<file path="src/rtl/dlb_pkg.sv">
package dlb_pkg;

  localparam int unsigned CW_W       = 32;
  localparam int unsigned BIT_RST    = 30;
  localparam int unsigned BIT_PDN    = 29;
  localparam int unsigned BIT_CKO    = 18;
  localparam int unsigned BIT_EN     = 16;
  localparam int unsigned BAND_LSB   = 24;
  localparam int unsigned BAND_W     = 3;
  localparam int unsigned BAND_N     = 1 << BAND_W;

  localparam int unsigned BAND_TOP [BAND_N] = '{112, 125, 137, 150, 162, 175, 187, 200};

  typedef enum logic [3:0] {
    ST_IDLE,
    ST_PS_OFF,
    ST_SET_RST,
    ST_SET_PDN,
    ST_LOAD_BAND,
    ST_CLR_RST,
    ST_CLR_PDN,
    ST_SET_EN,
    ST_SET_CKO,
    ST_WAIT_LOCK
  } seq_state_t;

endpackage

</file>
<file path="src/rtl/dlb_rst_sync.sv">
module dlb_rst_sync #(
  parameter int unsigned STAGES = 2
) (
  input  logic clk,
  input  logic rst_n,
  output logic rst_sync_n
);

  logic [STAGES-1:0] chain_q;

  always_ff @(posedge clk or negedge rst_n) begin
    if (!rst_n) begin
      chain_q <= '0;
    end else begin
      chain_q <= {chain_q[STAGES-2:0], 1'b1};
    end
  end

  assign rst_sync_n = chain_q[STAGES-1];

endmodule

</file>
<file path="src/rtl/dlb_band_map.sv">
module dlb_band_map
  import dlb_pkg::*;
#(
  parameter int unsigned FREQ_W = 9
) (
  input  logic [FREQ_W-1:0] freq_mhz,
  output logic [BAND_W-1:0] band_code
);

  logic [BAND_N-1:0] above;

  for (genvar i = 0; i < BAND_N; i++) begin : g_cmp
    assign above[i] = (freq_mhz > FREQ_W'(BAND_TOP[i]));
  end

  // Code counts bounds exceeded; beyond the top bound the code falls back to 0.
  always_comb begin
    if (above[BAND_N-1]) begin
      band_code = '0;
    end else begin
      band_code = BAND_W'($countones(above[BAND_N-2:0]));
    end
  end

endmodule

</file>
<file path="src/rtl/dlb_poll_timer.sv">
module dlb_poll_timer #(
  parameter int unsigned POLL_INTERVAL = 50,
  parameter int unsigned POLL_LIMIT    = 50
) (
  input  logic clk,
  input  logic rst_n,
  input  logic run,
  output logic sample_tick,
  output logic last_sample
);

  localparam int unsigned IV_W = (POLL_INTERVAL > 1) ? $clog2(POLL_INTERVAL) : 1;
  localparam int unsigned SC_W = $clog2(POLL_LIMIT + 1);

  logic [IV_W-1:0] iv_q, iv_d;
  logic [SC_W-1:0] sc_q, sc_d;
  logic            cnt_en;

  assign sample_tick = run && (iv_q == '0);
  assign last_sample = sample_tick && (sc_q == SC_W'(POLL_LIMIT - 1));
  assign cnt_en      = 1'b1;

  always_comb begin
    iv_d = iv_q;
    sc_d = sc_q;
    if (!run) begin
      iv_d = '0;
      sc_d = '0;
    end else if (sample_tick) begin
      iv_d = IV_W'(POLL_INTERVAL - 1);
      sc_d = sc_q + 1'b1;
    end else begin
      iv_d = iv_q - 1'b1;
    end
  end

  always_ff @(posedge clk or negedge rst_n) begin
    if (!rst_n) begin
      iv_q <= '0;
      sc_q <= '0;
    end else if (cnt_en) begin
      iv_q <= iv_d;
      sc_q <= sc_d;
    end
  end

endmodule

</file>
<file path="src/rtl/dlb_seq_fsm.sv">
module dlb_seq_fsm
  import dlb_pkg::*;
(
  input  logic       clk,
  input  logic       rst_n,
  input  logic       soft_clr,
  input  logic       start,
  input  logic       lock_in,
  input  logic       sample_tick,
  input  logic       last_sample,
  output seq_state_t state,
  output logic       accept,
  output logic       lock_ok,
  output logic       lock_fail
);

  seq_state_t state_q, state_d;

  assign state     = state_q;
  assign accept    = (state_q == ST_IDLE) && start && !soft_clr;
  assign lock_ok   = (state_q == ST_WAIT_LOCK) && sample_tick && lock_in && !soft_clr;
  assign lock_fail = (state_q == ST_WAIT_LOCK) && last_sample && !lock_in && !soft_clr;

  always_comb begin
    state_d = state_q;
    if (soft_clr) begin
      state_d = ST_IDLE;
    end else begin
      unique case (state_q)
        ST_IDLE:      if (start) state_d = ST_PS_OFF;
        ST_PS_OFF:    state_d = ST_SET_RST;
        ST_SET_RST:   state_d = ST_SET_PDN;
        ST_SET_PDN:   state_d = ST_LOAD_BAND;
        ST_LOAD_BAND: state_d = ST_CLR_RST;
        ST_CLR_RST:   state_d = ST_CLR_PDN;
        ST_CLR_PDN:   state_d = ST_SET_EN;
        ST_SET_EN:    state_d = ST_SET_CKO;
        ST_SET_CKO:   state_d = ST_WAIT_LOCK;
        ST_WAIT_LOCK: if (lock_ok || lock_fail) state_d = ST_IDLE;
        default:      state_d = ST_IDLE;
      endcase
    end
  end

  always_ff @(posedge clk or negedge rst_n) begin
    if (!rst_n) begin
      state_q <= ST_IDLE;
    end else begin
      state_q <= state_d;
    end
  end

endmodule

</file>
<file path="src/rtl/dline_bringup.sv">
module dline_bringup
  import dlb_pkg::*;
#(
  parameter int unsigned FREQ_W        = 9,
  parameter int unsigned POLL_INTERVAL = 50,
  parameter int unsigned POLL_LIMIT    = 50
) (
  input  logic              clk,
  input  logic              rst_n,
  input  logic              soft_clr,
  input  logic              start,
  input  logic [FREQ_W-1:0] freq_mhz,
  input  logic              lock_in,
  output logic [31:0]       ctl_word,
  output logic              pwrsave_en,
  output logic              done,
  output logic              lock_timeout
);

  logic              rst_int_n;
  seq_state_t        state;
  logic              accept, lock_ok, lock_fail;
  logic              sample_tick, last_sample;
  logic [BAND_W-1:0] band_next;

  logic              rst_q, pdn_q, en_q, cko_q, ps_q, done_q, tmo_q;
  logic [BAND_W-1:0] band_q;

  // Per-field clock enables and next values
  logic              rst_ce, pdn_ce, en_ce, cko_ce, band_ce, ps_ce, tmo_ce;
  logic              rst_d, pdn_d, en_d, cko_d, ps_d, tmo_d;
  logic [BAND_W-1:0] band_d;

  dlb_rst_sync #(.STAGES(2)) u_rst_sync (
    .clk        (clk),
    .rst_n      (rst_n),
    .rst_sync_n (rst_int_n)
  );

  dlb_band_map #(.FREQ_W(FREQ_W)) u_band_map (
    .freq_mhz  (freq_mhz),
    .band_code (band_next)
  );

  dlb_poll_timer #(
    .POLL_INTERVAL (POLL_INTERVAL),
    .POLL_LIMIT    (POLL_LIMIT)
  ) u_poll (
    .clk         (clk),
    .rst_n       (rst_int_n),
    .run         (state == ST_WAIT_LOCK),
    .sample_tick (sample_tick),
    .last_sample (last_sample)
  );

  dlb_seq_fsm u_fsm (
    .clk         (clk),
    .rst_n       (rst_int_n),
    .soft_clr    (soft_clr),
    .start       (start),
    .lock_in     (lock_in),
    .sample_tick (sample_tick),
    .last_sample (last_sample),
    .state       (state),
    .accept      (accept),
    .lock_ok     (lock_ok),
    .lock_fail   (lock_fail)
  );

  always_comb begin
    rst_ce  = soft_clr || (state == ST_SET_RST) || (state == ST_CLR_RST);
    rst_d   = !soft_clr && (state == ST_SET_RST);
    pdn_ce  = soft_clr || (state == ST_SET_PDN) || (state == ST_CLR_PDN);
    pdn_d   = !soft_clr && (state == ST_SET_PDN);
    band_ce = soft_clr || (state == ST_LOAD_BAND);
    band_d  = soft_clr ? '0 : band_next;
    en_ce   = soft_clr || (state == ST_SET_EN);
    en_d    = !soft_clr;
    cko_ce  = soft_clr || (state == ST_SET_CKO);
    cko_d   = !soft_clr;
    ps_ce   = soft_clr || (state == ST_PS_OFF);
    ps_d    = soft_clr;
    tmo_ce  = soft_clr || accept || lock_fail;
    tmo_d   = !soft_clr && lock_fail;
  end

  always_ff @(posedge clk or negedge rst_int_n) begin
    if (!rst_int_n) begin
      rst_q  <= 1'b0;
      pdn_q  <= 1'b0;
      band_q <= '0;
      en_q   <= 1'b0;
      cko_q  <= 1'b0;
      ps_q   <= 1'b1;
      done_q <= 1'b0;
      tmo_q  <= 1'b0;
    end else begin
      if (rst_ce)  rst_q  <= rst_d;
      if (pdn_ce)  pdn_q  <= pdn_d;
      if (band_ce) band_q <= band_d;
      if (en_ce)   en_q   <= en_d;
      if (cko_ce)  cko_q  <= cko_d;
      if (ps_ce)   ps_q   <= ps_d;
      if (tmo_ce)  tmo_q  <= tmo_d;
      done_q <= lock_ok;
    end
  end

  always_comb begin
    ctl_word                                = '0;
    ctl_word[BIT_RST]                       = rst_q;
    ctl_word[BIT_PDN]                       = pdn_q;
    ctl_word[BAND_LSB +: BAND_W]            = band_q;
    ctl_word[BIT_EN]                        = en_q;
    ctl_word[BIT_CKO]                       = cko_q;
  end

  assign pwrsave_en   = ps_q;
  assign done         = done_q;
  assign lock_timeout = tmo_q;

endmodule

</file>
<file path="config.mk">
export PLATFORM = sky130hd
export DESIGN_NAME = dline_bringup
export DESIGN_NICKNAME = d
export VERILOG_FILES = /design/src/rtl/dlb_pkg.sv /design/src/rtl/dlb_rst_sync.sv /design/src/rtl/dlb_band_map.sv /design/src/rtl/dlb_poll_timer.sv /design/src/rtl/dlb_seq_fsm.sv /design/src/rtl/dline_bringup.sv
export SDC_FILE = /design/constraint.sdc
export NUM_CORES = 1
export LEC_CHECK = 0
export ABC_AREA = 1
export BUFFER_PORTS_ARGS = -buffer_cell sky130_fd_sc_hd__clkbuf_2
export CORE_MARGIN = 3
export CORE_UTILIZATION = 50
export CTS_CLUSTER_SIZE = 14
export DETAILED_ROUTE_END_ITERATION = 16
export PLACE_DENSITY = 0.75
export SYNTH_ARGS = -nofsm -noshare
export SYNTH_HDL_FRONTEND = slang
export SYNTH_HIERARCHICAL = 1
export SYNTH_SLANG_ARGS = --single-unit
</file>
<file path="constraint.sdc">
create_clock -name clk -period 1 [get_ports clk]
set_input_delay 0.15 -clock clk [delete_from_list [all_inputs] [get_ports clk]]
set_output_delay 0.15 -clock clk [all_outputs]
set_load 0.02 [all_outputs]
</file>
Yosys cells after proc, flatten, opt, wreduce, memory -nomap -nowiden
Index checks and enable logic that the tools add are counted.

operators by class
  add/subtract/negate cells = 8
  reductions and logical operators = 29
  mux-type cells = 10
  equal/unequal tests = 13
  magnitude comparators = 8

operator list
  cell                   number
  $gt A9 B8 Y1 const B   6
  $pmux W4 S10           1
  $mux W6                4
  $gt A9 B7 Y1 const B   2
  $eq A4 B3 Y1 const B   4
  $logic_and A1 B1 Y1    13
  $mux W4                3
  $logic_or A1 B1 Y1     11
  $eq A4 B2 Y1 const B   2
  $eq A4 B4 Y1 const B   2
  $add A1 B1 Y2          3
  $add A3 B3 Y3          2
  $add A6 B1 Y6 const B  1
  $eq A6 B6 Y1 const B   1
  $logic_not A6 Y1       1
  $mux W3                2
  $sub A6 B1 Y6 const B  1
  $eq A4 B1 Y1 const B   1
  $logic_not A4 Y1       1
  $add A3 B1 Y3          1
  $ne A3 B2 Y1 const B   1
  $ne A3 B3 Y1 const B   1
  $logic_not A1 Y1       2
  $ne A2 B1 Y1 const B   1
  $reduce_and A2 Y1      1

storage, ports and cells
  output and inout port bits = 35
  flip-flop bits (word level) = 28
  word-level logic and storage cells = 80
  input port bits = 14

Logic depth before layout (Yosys ltp)
  depth in word-level cells = 10
  depth in mapped cells = 17
  mapped depth without buffers = 17

By module
The synthesis kept the hierarchy.

modules (own cells, without submodules)
  module          sequential area each (um2)  cells each  instances  area each (um2)
  dlb_poll_timer  300.3                       82          1          685.7
  dline_bringup   251.5                       82          1          664.4
  dlb_band_map    0.0                         71          1          386.6
  dlb_seq_fsm     100.1                       42          1          260.2
  dlb_rst_sync    50.0                        3           1          53.8

Worst setup path before layout
OpenSTA, ideal clock, no wires.

  kind = input -> register
  start point = input freq_mhz[4]
  end point = register band_q[1]
  path buffers = 1
  library setup time = 76 ps
  path slack = -1,973 ps
  stages = 17
  arrival = 2,897 ps
  data required time = 924 ps
  cell sequence = buf_6 nand2_1 o21ai_0 nand2_1 nand2_1 nand2_1 inv_1 fa_1 inv_1 fa_1 inv_1 fa_1 fa_1 inv_1 a21oi_1 nand3_1 o21ai_1

between the ends
  word-level cells in the longest chain between the ends = 6
  elaborated cells on any way between the ends = 16
  classes of those cells = add/sub: 6; order compare: 8; mux: 2

RTL lines
  what                                            RTL line              RTL
  from (decl)                                     dline_bringup.sv:12   input logic [FREQ_W-1:0] freq_mhz,
  $gt A9 B7 Y1 or $gt A9 B8 Y1 (tied branches)    dlb_band_map.sv:13    assign above[i] = (freq_mhz > FREQ_W'(BAND_TOP[i]));
  $add A1 B1 Y2                                   dlb_band_map.sv:21    band_code = BAND_W'($countones(above[BAND_N-2:0]));
  $add A3 B3 Y3 or $add A3 B1 Y3 (tied branches)  dlb_band_map.sv:21
  $add A3 B3 Y3                                   dlb_band_map.sv:21
  $mux W3 *                                       dlb_band_map.sv:18    if (above[BAND_N-1]) begin
  net band_next[1]                                dline_bringup.sv:24   logic [BAND_W-1:0] band_next;
  $mux W3 *                                       dline_bringup.sv:76   band_d = soft_clr ? '0 : band_next;
  to (signal assigned)                            dline_bringup.sv:100  if (band_ce) band_q <= band_d;
  to (decl)                                       dline_bringup.sv:27   logic [BAND_W-1:0] band_q;

Mark *: on every way through the listed nets, which the timed path passes. The rest lies on a longest branch.
A chain may end at the register's enable or synchronous reset.

Final worst setup path
  start point = input freq_mhz[5]
  end point = register band_q[1]

The elaborated chain is that of the path after synthesis.

==> results.json <==
{
  "outcome": "finished, violations left",
  "violations": "negative setup slack",
  "crit_chain": "buf_6, inv_2, nand2_4, nor2_4, nand3_1, nand2_1, inv_2, fa_1, inv_1, fa_1, inv_2, fa_2, fa_2, inv_1, a21oi_2, nand3_1, o21ai_2",
  "fmax_ghz": 0.341,
  "ir_drop_mv": 1.05,
  "rr_worst_depth": 8,
  "antenna_found_initial": 0,
  "critical-path-top-delay-family": "adder cells",
  "critPathMaxFanout": 3,
  "yosys.area.top_type": "dfrtp_1",
  "grtUsageTotal_pct": 21.5,
  "drtIter0Drc": 252,
  "cpMostUsedCell": "inv_2",
  "placement_rows": 22,
  "die_y_um": 70.0,
  "grt_pass1_vias": 1924,
  "post-route-period-util_pct": 293,
  "critPathMaxStageDelay_ns": 0.55,
  "dp_hpwl_mm": 3.24,
  "drc": 0,
  "timing.critical_path.buf_inv": 6,
  "whs_path_depth": 2,
  "finalNetCount": 396,
  "clk_pin_slew_ns": 0.10,
  "min_from": "soft_clr",
  "ys_top_cells_by_area": "dfrtp_1 33%, buf_4 11%, nand2_1 9.5%",
  "total_power_uw": 3130,
  "synth_cells": 280,
  "ys_seq_elements": 28,
  "hold_end": "lock_timeout$_DFFE_PN0P_",
  "ant_nets": 0,
  "skew_ns": 0.00479,
  "hold_ws_ns": 0.0973,
  "maxCapViolCount": 0,
  "synth.avg_cell_area_um2": 7.32,
  "cts_buffers": 3,
  "required_ns": 1.21,
  "final_common_cell": "buf_4",
  "cp-end-kind": "flop",
  "grt_remaining_overflow": 0,
  "start_util_pct": 54.0,
  "synthArstFlopShare_pct": 100,
  "cts.path.max_buffers": 2,
  "fp.dieW_um": 70.0,
  "final_cell_mix": "49 x buf_4, 29 x nand2_1, 29 x buf_6, 26 x inv_1, 26 x conb_1",
  "cts_root_buf": "clkbuf_8",
  "yosys_warnings": 6,
  "r2r_slack_ns": -0.44,
  "power.leakage_uw": 0.00165,
  "rsz0062_at_grt": "true",
  "dpl_worst_slack_ns": -2.09,
  "ys.flop_type": "dfrtp_1",
  "layout_min_cycle_time_ns": 2.93,
  "grt_max_degree": 27,
  "r2r-end": "u_poll/iv_q[1]$_DFF_PN0_",
  "slowest_stage": "fa_2",
  "setup-tns-final_ns": -12.00,
  "ios": 49,
  "worst_setup_path_start_kind": "primary input",
  "htreeDepth": 1,
  "synth-edff-count": 0,
  "firstDrtPassIters": 5,
  "power_density_mw_per_mm2": 960,
  "port_buffers": 23,
  "clk_latency_ns": 0.28,
  "crit_type": "in2reg",
  "fin_ws_ns": -1.93,
  "post_synth_num_cell_types": 32,
  "drive_above_1_share_pct": 57.0,
  "place_congestion": 0.848,
  "arrival_ns": 3.15,
  "ys_seq_area_share_pct": 34.2,
  "avgRoutedWirePerCell_um": 19.2,
  "routed_wl_mm": 8.10,
  "hold_viol": 0,
  "fillers": 175,
  "area_delta_synth_final_pct": 59.1,
  "vias": 2392,
  "cts.sinks": 28,
  "die-area_mm2": 0.00491,
  "setup_violations": 32,
  "diodes": 0,
  "r2r-start": "u_fsm/state[1]$_DFFE_PN0P_",
  "syn-cell-area_mm2": 0.00205,
  "synth.top_cell.area_share_pct": 32.9,
  "grt_pass1_wl_mm": 8.68,
  "slew_violations": 0,
  "hp-class": "in2reg",
  "cts_tree": "built",
  "via_per_inst": 5.67,
  "coreArea_mm2": 0.00380
}
## worst reg2reg max path, stage by stage, from the launching register on
cell	delay (ns)
dfrtp_2	0.44
nor2_4	0.10
inv_2	0.05
nor3_4	0.15
buf_4	0.15
buf_8	0.13
nand2_8	0.11
buf_6	0.14
nor2_2	0.10
## kinds of logic (layout without fill, tap and decap cells)
family	count (synthesis)	after routing	synth area share, %
AO/OA/AOI/OAI	31	31	8.30
XOR/XNOR	2	2	0.854
adder cells (fa/ha/maj)	7	7	5.74
buffers and inverters	80	150	20.6
flip-flops	28	28	34.2
other	2	26	0.366
AND/OR/NAND/NOR	130	130	30.0
## worst max path at each step
stage,from,end,cells past startpoint
2_1_floorplan,freq_mhz[4],band_q[1]$_DFFE_PN0P_,17
4_1_cts,freq_mhz[6],band_q[1]$_DFFE_PN0P_,17
6_report,freq_mhz[5],band_q[1]$_DFFE_PN0P_,17
3_3_place_gp,freq_mhz[8],band_q[1]$_DFFE_PN0P_,17
3_5_place_dp,freq_mhz[2],band_q[1]$_DFFE_PN0P_,15
5_1_grt,freq_mhz[3],band_q[1]$_DFFE_PN0P_,17
## synthesized netlist by cell type (4+ instances only)
master,instances
a21oi_1,16
buf_4,29
dfrtp_1,27
fa_1,4
inv_1,43
inv_2,4
nand2_1,52
nand3_1,22
nor2_1,29
nor2_2,6
nor2_4,4
nor3_1,7
o21ai_1,7
## power by group
group          switching, uW  internal (uW)  leakage, uW
sequential              48.4           1180     0.000375
combinational            712            516      0.00125
clock                    386            287    0.0000228
total                   1150           1980      0.00165
## sequential cells by signal (all words and copies together) (netlist names)
signal and cells:
u_poll/iv_q 6, u_poll/sc_q 6, u_fsm/state 4, band_q 3
u_rst_sync/chain_q 2, cko_q 1, done 1, en_q 1
lock_timeout 1, pdn_q 1, pwrsave_en 1, rst_q 1
## what timing repair did
item | CTS | global route
hold buffers | 1 | 0
endpoints found under the hold margin | 2 | 0
gates resized for setup | 49 | 104
setup endpoints to repair | 26 | 32
cloned | 0 | 0
setup buffers | 11 | 18
pin swaps | 16 | 31
## layout make-up
type	count	area (um^2)	area share (%)
Timing Repair Buffer	98	853	26.2
Clock buffer	4	45.0	1.38
Inverter	48	208	6.37
Sequential cell	28	706	21.6
Multi-Input combinational cell	196	1390	42.6
Tap cell	48	60.1	1.84
## metal layers
metal | vias to the layer above | routed length (um) | track usage (%)
met4 | 0 | 577 | 2.98
met2 | 187 | 4060 | 38.5
met1 | 1137 | 2760 | 27.5
li1 | 1000 | - | -
met3 | 68 | 706 | 3.74
met5 | - | 0 | 0
## through the flow
step	instances	cell area (um^2)	utilization, %
after floorplan	304	2220	-
after global placement	394	2540	67.0
after detailed placement	394	2540	67.0
after CTS	408	2820	74.3
after global routing	422	3260	85.9
final	422	3260	85.9
Power figures use the tool's default switching activity.
